## config.mk

```make
export PLATFORM = sky130hd
export DESIGN_NAME = bytelane_hi_unit
export DESIGN_NICKNAME = d
export VERILOG_FILES = /design/src/rtl/bytelane_hi_unit.sv
export SDC_FILE = /design/constraint.sdc
export NUM_CORES = 1
export LEC_CHECK = 0
export ABC_AREA = 1
export CAP_MARGIN = 15
export CORE_MARGIN = 4
export CORE_UTILIZATION = 46
export DETAILED_ROUTE_END_ITERATION = 8
export PLACE_DENSITY = 0.88
export SLEW_MARGIN = 20
export SYNTH_ARGS = -nofsm -noshare
export SYNTH_HDL_FRONTEND = slang
export SYNTH_SLANG_ARGS = --single-unit
export TNS_END_PERCENT = 30
```

## constraint.sdc

```tcl
create_clock -name clk -period 4.4 [get_ports clk]
set_input_delay 1.1 -clock clk [delete_from_list [all_inputs] [get_ports clk]]
set_output_delay 1.1 -clock clk [all_outputs]
set_load 0.05 [all_outputs]
```

## src/rtl/bytelane_hi_unit.sv

```systemverilog
module bytelane_hi_unit #(
  parameter bit OUT_REG = 1'b1
) (
  input  logic        clk,
  input  logic        rst_n,
  input  logic        in_valid,
  input  logic [6:0]  func,
  input  logic [63:0] opa,
  input  logic [63:0] opb,
  input  logic [63:0] dst_in,
  output logic [63:0] res_comb,
  output logic        out_valid,
  output logic [63:0] out_res
);

  localparam logic [6:0] F_MSK_W = 7'h52, F_INS_W = 7'h57, F_EXT_W = 7'h5A;
  localparam logic [6:0] F_MSK_L = 7'h62, F_INS_L = 7'h67, F_EXT_L = 7'h6A;
  localparam logic [6:0] F_MSK_Q = 7'h72, F_INS_Q = 7'h77, F_EXT_Q = 7'h7A;
  localparam logic [63:0] M16 = 64'h0000_0000_0000_FFFF;
  localparam logic [63:0] M32 = 64'h0000_0000_FFFF_FFFF;

  logic [2:0] off;
  logic [2:0] neg_off;
  logic [5:0] sc;
  logic [3:0] msc;
  logic [7:0] sel_w, sel_l, sel_q;
  logic       unused_opb_hi;

  assign off     = opb[2:0];
  assign neg_off = 3'd0 - off;
  assign sc      = {neg_off, 3'b000};
  assign msc     = 4'd8 - {1'b0, off};
  assign sel_w   = 8'h03 >> msc;
  assign sel_l   = 8'h0F >> msc;
  assign sel_q   = 8'hFF >> msc;
  assign unused_opb_hi = ^opb[63:3];

  function automatic logic [63:0] clear_bytes(input logic [63:0] v, input logic [7:0] sel);
    logic [63:0] r;
    r = v;
    for (int i = 0; i < 8; i++)
      if (sel[i]) r[8*i +: 8] = 8'h00;
    return r;
  endfunction

  always_comb begin
    case (func)
      F_MSK_W: res_comb = clear_bytes(opa, sel_w);
      F_INS_W: res_comb = (opa & M16) >> sc;
      F_EXT_W: res_comb = (opa << sc) & M16;
      F_MSK_L: res_comb = clear_bytes(opa, sel_l);
      F_INS_L: res_comb = (opa & M32) >> sc;
      F_EXT_L: res_comb = (opa << sc) & M32;
      F_MSK_Q: res_comb = clear_bytes(opa, sel_q);
      F_INS_Q: res_comb = opa >> sc;
      F_EXT_Q: res_comb = opa << sc;
      default: res_comb = dst_in;
    endcase
  end

  generate
    if (OUT_REG) begin : g_reg
      always_ff @(posedge clk or negedge rst_n) begin
        if (!rst_n) begin
          out_valid <= 1'b0;
          out_res   <= '0;
        end else begin
          out_valid <= in_valid;
          if (in_valid) out_res <= res_comb;
        end
      end
    end else begin : g_comb
      assign out_valid = in_valid;
      assign out_res   = res_comb;
    end
  endgenerate

endmodule

```

Word level (Yosys, flattened, before mapping):

Index checks and enable logic that the tools add are counted.
Widths: inputs -> output; s select.

* word-level logic and storage cells: 45
* memories: 0
* bits in writable memories: 0
* bits in registers: 65
* bits in latches: 0
* output and inout bits: 129
* input bits: 202
* ROM bits: 0

* multipliers: 0
* bitwise logic cells: 0
* reductions and logical operators: 0
* eq/ne operators: 9
* $lt $le $gt $ge: 0
* mux-type cells: 25
* div/mod/pow operators: 0
* shift operators: 7
* add/sub/neg operators: 2

Operator list (number)
* $pmux 64 s9: 1
* $mux 8: 24
* $shl 64x6->64: 1
* $shr 16x6->64: 1
* $shr 32x6->64: 1
* $shr 64x6->64: 1
* $eq 7x7->1 const B: 9
* $shr 2x4->8 const A: 1
* $shr 4x4->8 const A: 1
* $shr 8x4->8 const A: 1
* $sub 4x3->4 const A: 1
* $sub 1x3->3 const A: 1

Depth between registers and ports, before layout:

* depth in word-level cells: 4
* mapped depth: 17
* gate-level depth less buffers: 13

Least setup slack after synthesis:

Ideal clock, no wire load.

* kind: in2out
* start: in opb[0]
* end: out res_comb[1]
* slack: -634 ps
* path buffers: 4
* required time: 3300 ps
* arrival: 3934 ps
* cell stages on the path: 13
* cell sequence: buf_2 inv_2 buf_4 buf_2 ha_1 ha_1 buf_2 inv_2 nand2_1 nand2_1 nand4_1 nand2_1 a21boi_0

* cells in the longest elaborated chain, start to end: 4
* elaborated cells on any way between the ends: 13
* classes of those cells: add/sub: 2; shift: 7; mux: 4

Ends and longest elaborated chain
* start: declaration: RTL line 9 `input logic [63:0] opb,`
* $sub 4x3->4: RTL line 32 `assign msc = 4'd8 - {1'b0, off};`
* $shr 8x4->8 (tied with other cells): RTL line 35 `assign sel_q = 8'hFF >> msc;`
* $mux 8: RTL line 42 `if (sel[i]) r[8*i +: 8] = 8'h00;`
* $pmux 64 s9 *: RTL line 47 `case (func)`
* end: declaration: RTL line 11 `output logic [63:0] res_comb,`

Every way passes the cells marked *; elsewhere a longest branch is shown, timed or not.

Worst setup path after layout:

* start: in func[1]
* end: out res_comb[63]

* cells in the longest elaborated chain, start to end: 2
* elaborated cells on any way between the ends: 10
* classes of those cells: eq/ne: 9; mux: 1

Ends and longest elaborated chain
* start: declaration: RTL line 7 `input logic [6:0] func,`
* $eq 7x7->1: RTL line 47
* $pmux 64 s9 *: RTL line 47

Marked as above.

==> flow_summary.toml <==
[power_and_ir_drop]
fin_total_pwr_mw = 3.357
ir_drop_v = 0.0002065
p_per_area_nw_per_um2 = 240.2
p_leak_nw = 6.814

[route]
dr.first_iter.drc_count = 1816
drcViolationCount = 0
antenna_left = 0
wl_per_cell_microns = 20.73
first_pass_iters = 8
drt-total-wl_microns = 45700
route.vias.total = 12930
vias_per_cell = 5.865

[synth]
synth_area_sq_um = 8499
ys_types = 35
synth_area_leaders = "nand2_1, dfrtp_1, nand3_1"
netlist.area_leader.share = 0.3083
synth_warnings = 0
syn_avg_cell_area_sq_um = 5.329
syn-num-nets = 1799
seq_area_frac_synth = 0.1914
synth.largest_area_cell = "nand2_1"
ys_ff_latch = 65
synthCells = 1595

[place]
io_buffers = 269
place_hpwl_microns = 34190
place.gp.congestion = 1.021
place_area_sq_um = 13240
placedCellCount = 2165

[layout]
instances_no_fill = 2204
drive_gt1_frac = 0.1930
multi_input_area_sq_um = 6385
stdcell_area_sq_um = 13980
num-nets-final = 2173
area_growth_pct = 64.48
mostFrequentLayoutCells = "nand2_1, clkdlybuf4s50_1, nand3_1"
nFillCells = 1400
final_common_cell = "nand2_1"
regArea_sq_um = 1627

[min_path]
min_to = "out_res[51]"
hp-class = "flop to flop"
hold_depth = 2
min_from = "out_res[51]"

[clock_network]
clk_latency_ns = 0.35
hold_buffers = 0
cts_buffers = 9
cts.sinks = 65
clk_path_buf_depth = 2
cts_max_level = 3
cts-root-buf = "clkbuf_16"
clk_pin_slew_worst_paths_ns = 0.06
tritoncts = "yes"

[sta]
finalCriticalPeriod_ns = 4.388
tns_ns = 0
hold_viol = 0
rsz0062_at_grt = "true"
finalCritPeriodShare = 0.9972
report.final.slew_viol_count = 0
tightest_slew_ns = 0.9280
max-slew-margin-rel = 0.3813
clock_skew_ns = 0
fmax_ghz = 0.2279
final-setup-viol-count = 0

[critical_path]
start_kind = "input pin"
r2r_start = "out_res[22]"
crit_family = "buffers and inverters"
cp.required_ns = 3.30
rr_worst_depth = 2
crit_type = "input pin to output pin"
worstSetupEndpointType = "output pin"
cp_slowest_cell = "clkdlybuf4s50_1"
critPathMaxStageDelay_ns = 0.53
rrSetupSlack_ns = 3.63
crit_arrival_ns = 3.29
path_cells = "clkdlybuf4s50_1, nand2_1, nor2_4, nand2_1, inv_2, nand2_1, buf_4, a21oi_1, nor2_1, nand3_1, nand2_1, inv_1, buf_12"
worst_r2r_endpoint = "out_res[22]"
path_buf_inv = 5
crit_path_max_fanout = 7
cp_common_cell = "nand2_1"

[floorplanning]
die_h_microns = 143.9
die_area_sq_um = 20720
initial_core_util = 0.4699
fp.dieW_microns = 143.9
rows = 49
io_pins = 331
coreArea_sq_um = 18090

[grt]
met2_usage = 0.6666
grt_max_degree = 123
antenna_found_initial = 2
grt_pass1_wl_microns = 67840
grt.met3_usage = 0.1148
met1_usage = 0.5312
busiest_layer = "met2"
grtUsageTotal = 0.4253
grt.overflow.total = 0
grt_pass1_vias = 12300

[outcome]
status = "finished clean"

[flow_run]
cap_violations = 0
[worst reg2reg max path: cells and delay by family, from the launching register on]
family	cells	cell delay, ns
simple gates	2	0.22
flops	1	0.42
[worst max path at each step]
stage / from / endpoint / slack (ns) / cells after the start
finish: func[1] / res_comb[63] / 0.01 / 13
global route: func[1] / res_comb[63] / -0.08 / 13
CTS: func[5] / res_comb[17] / 0.01 / 14
detailed placement: opb[1] / res_comb[24] / -0.33 / 13
global placement: opb[1] / res_comb[10] / -0.26 / 12
floorplan: opb[0] / res_comb[35] / -0.31 / 13
[kinds of logic after synthesis]
kind of cell               Yosys count  share of synthesized area
DFF                                 65                     0.1914
adders and majority gates            2                   0.002944
AOI/OAI and AO/OA                  190                     0.1247
and+or+nand+nor                   1148                     0.5810
buffers and inverters              190                    0.09996
[timing repair]
| action | 4_1_cts | 5_1_grt |
|---|---|---|
| endpoints found under the setup margin | 64 | 56 |
| gates resized for setup | 34 | 29 |
| setup buffers | 17 | 5 |
| pin swaps | 9 | 9 |
[cells in the mapped netlist (all sizes together)]
cell type / n
nand2: 705
nand3: 206
nor2: 151
inv: 99
a21oi: 71
o21ai: 70
buf: 68
dfrtp: 65
or2: 42
clkbuf: 22
a21boi: 20
nand4: 17
nand3b: 15
a31oi: 14
and2: 10
o21a: 8
o211ai: 7
ha: 2
nor3: 2
clkinv: 1
[report_power, final]
group	leakage [nW]	internal (mW)	switching [mW]
registers	0.792	0.664	0.0399
clock network	0.159	0.515	0.346
logic	5.86	0.709	1.08
total	6.81	1.89	1.47
[metal layers]
layer,vias to the layer above,routed length [microns]
li1,5882,-
met1,5807,17130
met2,1003,20110
met3,230,5501
met4,4,2891
met5,-,67
[registers in the layout, indices dropped and copies added, names as in the netlist]
| name | count |
|---|---|
| out_res | 64 |
| out_valid | 1 |
[through the flow]
step | hold slack [ns] | utilization | worst slack (ns)
floorplan | 0.7549 | - | -0.3075
detailed placement | 0.4649 | 0.7323 | -0.3345
finish | 0.4827 | 0.7730 | 0.01245
CTS | 0.4834 | 0.7653 | 0.01040
global route | 0.4908 | 0.7728 | -0.07560
global placement | 0.4609 | 0.7323 | -0.2556
[area by class of cell]
cell class / instances / area share
multi-input combinational: 1340 / 0.4567
timing repair buffer: 453 / 0.3551
sequential: 65 / 0.1164
inverter: 100 / 0.02766
tap: 229 / 0.02050
clock buffer: 10 / 0.01709
clock inverter: 6 / 0.006444
antenna: 1 / 0.0001790
(Power assumes the default switching activity.)
